### src/rtl/mc8_pkg.sv
`timescale 1ns/1ps
package mc8_pkg;

  localparam int INSTR_W  = 25;
  localparam int OP_LSB   = 22;
  localparam int RA_LSB   = 19;
  localparam int RB_LSB   = 16;
  localparam int RD_LSB   = 0;
  localparam int RIDX_W   = 3;
  localparam int OFF_W    = 16;

  typedef enum logic [2:0] {
    OP_ADD  = 3'd0,
    OP_NAND = 3'd1,
    OP_LW   = 3'd2,
    OP_SW   = 3'd3,
    OP_BEQ  = 3'd4,
    OP_RSV  = 3'd5,
    OP_HALT = 3'd6,
    OP_NOOP = 3'd7
  } opcode_e;

  typedef enum logic [2:0] {
    ST_FETCH,
    ST_DECODE,
    ST_EXEC,
    ST_MEM,
    ST_WB,
    ST_HALT
  } state_e;

  typedef struct packed {
    logic alu_nand;
    logic wr_rd;
    logic is_lw;
    logic is_sw;
    logic is_beq;
    logic is_halt;
  } ctl_t;

endpackage

### src/rtl/mc8_regfile.sv
`timescale 1ns/1ps
module mc8_regfile #(
  parameter int W  = 32,
  parameter int AW = 3
) (
  input  logic          clk,
  input  logic          rst,
  input  logic          we,
  input  logic [AW-1:0] wa,
  input  logic [W-1:0]  wd,
  input  logic [AW-1:0] ra1,
  output logic [W-1:0]  rd1,
  input  logic [AW-1:0] ra2,
  output logic [W-1:0]  rd2,
  input  logic [AW-1:0] ra3,
  output logic [W-1:0]  rd3
);
  localparam int N = 1 << AW;

  logic [W-1:0] regs [N];

  always_ff @(posedge clk) begin
    if (rst) begin
      for (int i = 0; i < N; i++) regs[i] <= '0;
    end else if (we) begin
      regs[wa] <= wd;
    end
  end

  assign rd1 = regs[ra1];
  assign rd2 = regs[ra2];
  assign rd3 = regs[ra3];

  // a write lands in the addressed register on the next cycle
  wr_land_chk: assert property (@(posedge clk) disable iff (rst)
    we |=> (regs[$past(wa)] == $past(wd)));

endmodule

### src/rtl/mc8_alu.sv
`timescale 1ns/1ps
module mc8_alu #(
  parameter int W = 32
) (
  input  logic [W-1:0] opa,
  input  logic [W-1:0] opb,
  input  logic         nand_sel,
  output logic [W-1:0] res,
  output logic         same
);
  always_comb begin
    if (nand_sel) res = ~(opa & opb);
    else          res = opa + opb;
  end

  assign same = (opa == opb);
endmodule

### src/rtl/mc8_decode.sv
`timescale 1ns/1ps
module mc8_decode
  import mc8_pkg::*;
(
  input  logic [INSTR_W-1:0] word,
  output logic [RIDX_W-1:0]  idx_a,
  output logic [RIDX_W-1:0]  idx_b,
  output logic [RIDX_W-1:0]  idx_d,
  output logic [OFF_W-1:0]   offset,
  output ctl_t               ctl
);
  opcode_e op;

  assign op     = opcode_e'(word[OP_LSB +: 3]);
  assign idx_a  = word[RA_LSB +: RIDX_W];
  assign idx_b  = word[RB_LSB +: RIDX_W];
  assign idx_d  = word[RD_LSB +: RIDX_W];
  assign offset = word[OFF_W-1:0];

  always_comb begin
    ctl = '0;
    case (op)
      OP_ADD:  ctl.wr_rd = 1'b1;
      OP_NAND: begin ctl.wr_rd = 1'b1; ctl.alu_nand = 1'b1; end
      OP_LW:   ctl.is_lw   = 1'b1;
      OP_SW:   ctl.is_sw   = 1'b1;
      OP_BEQ:  ctl.is_beq  = 1'b1;
      OP_HALT: ctl.is_halt = 1'b1;
      default: ctl = '0;
    endcase
  end
endmodule

### src/rtl/mc8_core.sv
`timescale 1ns/1ps
module mc8_core
  import mc8_pkg::*;
#(
  parameter int XLEN = 32,
  parameter int PC_W = 16
) (
  input  logic                clk,
  input  logic                rst,
  output logic [PC_W-1:0]     mem_addr,
  output logic                mem_we,
  output logic [XLEN-1:0]     mem_wdata,
  input  logic [XLEN-1:0]     mem_rdata,
  output logic                halted,
  output logic [PC_W-1:0]     dbg_pc,
  input  logic [RIDX_W-1:0]   dbg_reg_sel,
  output logic [XLEN-1:0]     dbg_reg_data
);
  localparam int EXT_W = XLEN - OFF_W;

  state_e               state;
  logic [PC_W-1:0]      pc_q;
  logic [INSTR_W-1:0]   ir_q;
  logic [XLEN-1:0]      alu_q;
  logic [PC_W-1:0]      mem_addr_q;
  logic                 mem_we_q;
  logic [XLEN-1:0]      mem_wdata_q;
  logic                 halted_q;
  logic [XLEN-1:0]      dbg_q;

  logic [RIDX_W-1:0]    idx_a, idx_b, idx_d;
  logic [OFF_W-1:0]     offset;
  ctl_t                 ctl;

  logic [XLEN-1:0]      val_a, val_b, val_dbg;
  logic [XLEN-1:0]      off_x, alu_b, alu_y;
  logic                 alu_eq;
  logic                 rf_we;
  logic [RIDX_W-1:0]    rf_wa;
  logic [XLEN-1:0]      rf_wd;
  logic [PC_W-1:0]      pc_inc, pc_br, pc_nxt;
  logic                 unused_hi;

  assign unused_hi = ^mem_rdata[XLEN-1:INSTR_W];

  mc8_decode u_dec (
    .word   (ir_q),
    .idx_a  (idx_a),
    .idx_b  (idx_b),
    .idx_d  (idx_d),
    .offset (offset),
    .ctl    (ctl)
  );

  assign rf_we = (state == ST_WB);
  assign rf_wa = ctl.is_lw ? idx_b : idx_d;
  assign rf_wd = ctl.is_lw ? mem_rdata : alu_q;

  mc8_regfile #(.W(XLEN), .AW(RIDX_W)) u_rf (
    .clk (clk),
    .rst (rst),
    .we  (rf_we),
    .wa  (rf_wa),
    .wd  (rf_wd),
    .ra1 (idx_a),
    .rd1 (val_a),
    .ra2 (idx_b),
    .rd2 (val_b),
    .ra3 (dbg_reg_sel),
    .rd3 (val_dbg)
  );

  assign off_x = {{EXT_W{offset[OFF_W-1]}}, offset};
  assign alu_b = (ctl.is_lw || ctl.is_sw) ? off_x : val_b;

  mc8_alu #(.W(XLEN)) u_alu (
    .opa      (val_a),
    .opb      (alu_b),
    .nand_sel (ctl.alu_nand),
    .res      (alu_y),
    .same     (alu_eq)
  );

  assign pc_inc = pc_q + PC_W'(1);
  assign pc_br  = pc_inc + off_x[PC_W-1:0];
  assign pc_nxt = (ctl.is_beq && alu_eq) ? pc_br : pc_inc;

  always_ff @(posedge clk) begin
    if (rst) begin
      state       <= ST_FETCH;
      pc_q        <= '0;
      ir_q        <= '0;
      alu_q       <= '0;
      mem_addr_q  <= '0;
      mem_we_q    <= 1'b0;
      mem_wdata_q <= '0;
      halted_q    <= 1'b0;
    end else begin
      case (state)
        ST_FETCH: state <= ST_DECODE;
        ST_DECODE: begin
          ir_q  <= mem_rdata[INSTR_W-1:0];
          state <= ST_EXEC;
        end
        ST_EXEC: begin
          alu_q <= alu_y;
          if (ctl.is_halt) begin
            halted_q <= 1'b1;
            state    <= ST_HALT;
          end else if (ctl.is_lw || ctl.is_sw) begin
            mem_addr_q  <= alu_y[PC_W-1:0];
            mem_we_q    <= ctl.is_sw;
            mem_wdata_q <= val_b;
            state       <= ST_MEM;
          end else if (ctl.wr_rd) begin
            state <= ST_WB;
          end else begin
            pc_q       <= pc_nxt;
            mem_addr_q <= pc_nxt;
            state      <= ST_FETCH;
          end
        end
        ST_MEM: begin
          mem_we_q <= 1'b0;
          if (ctl.is_lw) begin
            state <= ST_WB;
          end else begin
            pc_q       <= pc_inc;
            mem_addr_q <= pc_inc;
            state      <= ST_FETCH;
          end
        end
        ST_WB: begin
          pc_q       <= pc_inc;
          mem_addr_q <= pc_inc;
          state      <= ST_FETCH;
        end
        ST_HALT: state <= ST_HALT;
        default: state <= ST_FETCH;
      endcase
    end
  end

  always_ff @(posedge clk) dbg_q <= val_dbg;

  assign mem_addr     = mem_addr_q;
  assign mem_we       = mem_we_q;
  assign mem_wdata    = mem_wdata_q;
  assign halted       = halted_q;
  assign dbg_pc       = pc_q;
  assign dbg_reg_data = dbg_q;


  halt_hold_chk: assert property (@(posedge clk) disable iff (rst)
    halted_q |=> (halted_q && $stable(pc_q)));


  we_pulse_chk: assert property (@(posedge clk) disable iff (rst)
    mem_we_q |=> !mem_we_q);


  pc_step_chk: assert property (@(posedge clk) disable iff (rst)
    (state == ST_WB) |=> (pc_q == PC_W'($past(pc_q) + 1'b1)));


  fetch_addr_chk: assert property (@(posedge clk) disable iff (rst)
    (state == ST_FETCH) |-> (mem_addr_q == pc_q));


  halt_no_write_chk: assert property (@(posedge clk) disable iff (rst)
    halted_q |-> (!rf_we && !mem_we_q));

endmodule

### config.mk
export PLATFORM = sky130hd
export DESIGN_NAME = mc8_core
export DESIGN_NICKNAME = d
export VERILOG_FILES = /design/src/rtl/mc8_pkg.sv /design/src/rtl/mc8_regfile.sv /design/src/rtl/mc8_alu.sv /design/src/rtl/mc8_decode.sv /design/src/rtl/mc8_core.sv
export SDC_FILE = /design/constraint.sdc
export NUM_CORES = 1
export LEC_CHECK = 0
export CORE_AREA = 4 4 267 373
export DETAILED_ROUTE_END_ITERATION = 6
export DIE_AREA = 0 0 271 377
export MAX_ROUTING_LAYER = met4
export PLACE_DENSITY_LB_ADDON = 0.25
export SYNTH_ARGS = -nofsm -noshare
export SYNTH_HDL_FRONTEND = slang
export SYNTH_SLANG_ARGS = --single-unit
### constraint.sdc
create_clock -name clk -period 5.5 [get_ports clk]
set_input_delay 0.55 -clock clk [delete_from_list [all_inputs] [get_ports clk]]
set_output_delay 0.55 -clock clk [all_outputs]
set_load 0.05 [all_outputs]
==> flow_results.org <==
** Global route
- The first global-routing pass estimated 130000 um of wire.
- Entering global routing, the biggest net connects 59 pins.
- The via count of the first global-routing pass came to 18.6k.
- For this run, the total global-route usage over all layers was measured as 17.6%.
- Initial antenna violation count :: 1
- Summed over all layers, the global routing overflow is 0.

** Final layout
- Area of combinational cells with multiple inputs :: 12300 sq um
- In the layout the commonest cells are nor2_1, edfxtp_1, mux4_2.
- For this run, the post-layout net count is 2286.
- Most common cell after layout, fill and taps aside :: nor2_1
- Cells fill 29.4% of the core in the end.
- Fill cell total of the finished layout :: 9874
- Sequential standard cell area :: 11000 sq um
- From synthesis to final layout, the design area changed by 18.7%.
- Ratio of cells with drive above 1 in the final layout :: 19.4%

** STA
- Setup repair after global routing left no endpoint under its margin.
- Finish-stage setup viols :: 0
- After layout, the minimum clock period comes to 4.76 ns.
- Final period util :: 86.5%
- Static timing analysis puts the maximum clock frequency at 210 MHz.
- For the final database, setup skew stands at 0.0172 ns.
- In the final timing run, aggregate negative setup slack is 0 ns.
- Hold violation total from the final report :: 0
- Headroom to the max-slew limit came out at 30.9%.
- Final-report max-slew violation count :: 0
- For the pin with the worst max-slew slack, the measured transition is 1.04 ns.

** Synth
- For this run, the leading register cell type out of synthesis is edfxtp_1.
- The cell area that synthesis handed to floorplanning was 23900 sq um.
- Synthesis handed over a netlist of 2106 instances.
- Fraction of synthesized cell area in xor and xnor cells :: 1.69%
- For this run, asynchronously set or reset flops after synthesis account for 0%.
- Post-synth EDFFs :: 256
- The synthesized netlist devotes 9.95% of its cell area to compound gates.
- The average instance in the mapped netlist occupies 11.3 sq um.
- Post-Synthesis Net Count :: 2197
- After synthesis, the largest family of logic cells by area is multiplexers.
- Of the total synthesized cell area, the portion taken by full adders, half adders and majority gates is 2.90%.
- Counting flops and latches in the post-synthesis netlist gives 420.
- The synthesized netlist devotes 12.5% of its cell area to simple gates.
- Share of synthesized area occupied by flip-flops and latches :: 45.9%
- Yosys printed 0 warnings.
- Distinct cell type count after synthesis :: 72
- Mux cell area share after synthesis :: 24.1%

** Die
- Y dimension of the die :: 377 um
- Row generation in the floorplan step produced 135 rows.
- Initial cell density of the core :: 24.8%
- During I/O placement, the number of pins put on the boundary was 135.
- The die covers 102000 sq um.
- Horizontal die dimension :: 271 um
- The core region is 96400 sq um.

** Route
- Detailed-routing iteration count for the pre-antenna-repair pass :: 7
- In the routed design, unresolved DRC markers number 0.
- Detailed routing inserted a total of 18.4k vias.
- Final antenna-violating net count :: 0
- In the final routed layout, each cell accounts on average for 25.5 um.
- Using the TritonRoute via totals, the vias-per-cell ratio works out to 5.20.
- Violation count after the first detailed-route iteration :: 1791
- Post-Route WL :: 90000 um

** CTS
- CTS saw 420 sinks.
- Total number of H-tree levels :: 2
- TritonCTS clock tree :: built
- The clock passes through at most 3 buffers.
- Buffers added to address setup during post-CTS repair amount to 0.
- Clock latency reported for the late side of the worst-skew pair :: 0.60 ns
- Hold buffer count at CTS :: 0
- Root Buffer Master :: clkbuf_16
- Once the clock tree was built, the resizer swapped 0 gates to a different size.
- After clock tree synthesis, the clock-pin slew on the worst setup and hold paths is 0.08 ns.
- Buffers inserted during clock tree synthesis total 45.

** Setup path
- STA puts the critical path data required time at 5.97 ns.
- The critical path ends at dbg_pc[15]$_SDFFE_PP0P_.
- The worst register-to-register path has a setup slack of 0.74 ns.
- Critical path peak fanout :: 17
- Worst Path Arrival :: 5.23 ns
- Reg-to-Reg End :: dbg_pc[15]$_SDFFE_PP0P_
- For the worst flop-to-flop path, the logic depth is 15.
- The worst setup path is launched from a flip-flop.
- STA classifies the critical path endpoint as a flip-flop.
- The worst setup path is of the reg -> reg kind.

** Placement
- Total of buffers placed on input and output ports :: 134
- At the end of routability-driven placement, the weighted congestion stood at 0.884.
- The wire-length estimate of the detail-placed layout is 59400 um.

** Power
- Pwr per Cell Area :: 326 nW/um^2
- The worst-case IR drop observed on VDD is 192 uV.
- In this run the static leakage power is 0.00936 uW.

** Worst hold path
- The tightest min-delay check is of the in -> reg type.

** Job
- Across the run, the number of max-cap violations was 0.

** Outcome
- The run finished with clean final reports.
==> cells by family after synthesis <==
group	after synthesis
XOR/XNOR	46
buffers and inverters	177
adder cells (fa/ha/maj)	55
AO/OA/AOI/OAI	375
AND/OR/NAND/NOR	705
multiplexers	328
flip-flops	420
==> cell usage after synthesis, types with 7 or more instances <==
cell type / number / area, sq um
edfxtp_1: 256 / 7690
clkbuf_1: 121 / 454
a211oi_1: 54 / 405
o21a_1: 10 / 75.1
buf_2: 13 / 65.1
inv_1: 16 / 60.1
nor4_1: 9 / 56.3
or3_1: 7 / 43.8
mux2i_1: 72 / 721
dfxtp_1: 164 / 3280
mux2_2: 64 / 721
nor2b_1: 11 / 68.8
a31oi_1: 11 / 68.8
o22ai_1: 7 / 43.8
a21oi_1: 140 / 701
nor3_1: 35 / 175
ha_1: 53 / 663
o21ai_0: 62 / 310
nor2_1: 411 / 1540
nand2b_1: 21 / 131
buf_1: 25 / 93.8
nand4_1: 11 / 68.8
nand2_1: 143 / 537
nand3_1: 20 / 100
a21o_1: 17 / 128
o211ai_1: 13 / 97.6
xor2_1: 23 / 201
xnor2_1: 23 / 201
mux4_2: 192 / 4320
a22oi_1: 7 / 52.6
==> per-stage QoR <==
stage | hold slack, ns | setup slack (ns) | power [uW] | cell area [sq um] | instances
final | 0.435 | 0.745 | 9240 | 28300 | 3533
after global routing | 0.451 | 0.425 | 9600 | 28300 | 3533
after CTS | 0.393 | 0.688 | 9320 | 28300 | 3532
after detailed placement | 0.443 | 0.690 | 6160 | 26900 | 3449
after global placement | 0.442 | 0.654 | 6140 | 26900 | 3449
after floorplan | 0.431 | 1.15 | 5310 | 23900 | 2106
==> sequential cells by signal, summed over array words and instances (netlist names), 3 cells and up, named ones only <==
register / cells
mem_wdata: 32
dbg_reg_data: 32
state: 3
alu_q: 32
dbg_pc: 16
ir_q: 25
mem_addr: 16
u_rf.regs: 256
==> worst max-delay path, cell delays in order (launching register included) <==
cell	delay (ns)
dfxtp_4	0.59
buf_4	0.34
mux4_2	0.53
mux2i_1	0.34
a21oi_1	0.13
ha_1	0.40
nor4_1	0.48
nand4_1	0.17
or3_1	0.46
buf_4	0.22
nor2_2	0.11
nand2_1	0.06
mux2i_1	0.30
mux2i_1	0.28
xnor2_1	0.15
nor2_1	0.05
==> worst min path at each step <==
| stage | from | to | cells past startpoint |
|---|---|---|---|
| finish | rst | alu_q[28]$_SDFFE_PP0P_ | 2 |
| CTS | rst | alu_q[25]$_SDFFE_PP0P_ | 2 |
| global route | rst | alu_q[28]$_SDFFE_PP0P_ | 2 |
| floorplan | alu_q[0]$_SDFFE_PP0P_ | alu_q[0]$_SDFFE_PP0P_ | 2 |
| global placement | alu_q[16]$_SDFFE_PP0P_ | alu_q[16]$_SDFFE_PP0P_ | 2 |
| detailed placement | ir_q[19]$_SDFFE_PP0P_ | flip-flop | 2 |
==> final cells by class <==
class | instances | area share [%]
multi-input cells | 1509 | 43.3
repair buffers | 203 | 6.77
clock buffers | 55 | 4.25
flip-flops and latches | 420 | 38.7
well taps | 1301 | 5.74
diodes | 1 | 0.00883
inverters | 16 | 0.212
clock inverters | 28 | 0.940
==> metal layers <==
layer  wire length [um]  global-route usage, %  vias to the layer above
li1                   -                      -                     8104
met1              36100                   21.3                     9393
met2              45500                   30.5                      718
met3               4830                   2.02                      166
met4               3530                   6.34                        0
met5                  0                      -                        -
==> power by group <==
part	total [uW]	internal, uW	switching [uW]	leakage, uW
sequential	3660	3500	156	0.00399
combinational	2450	923	1530	0.00467
clock	3140	1750	1380	0.000706
total	9240	6180	3070	0.00936
(Power assumes the default switching activity.)
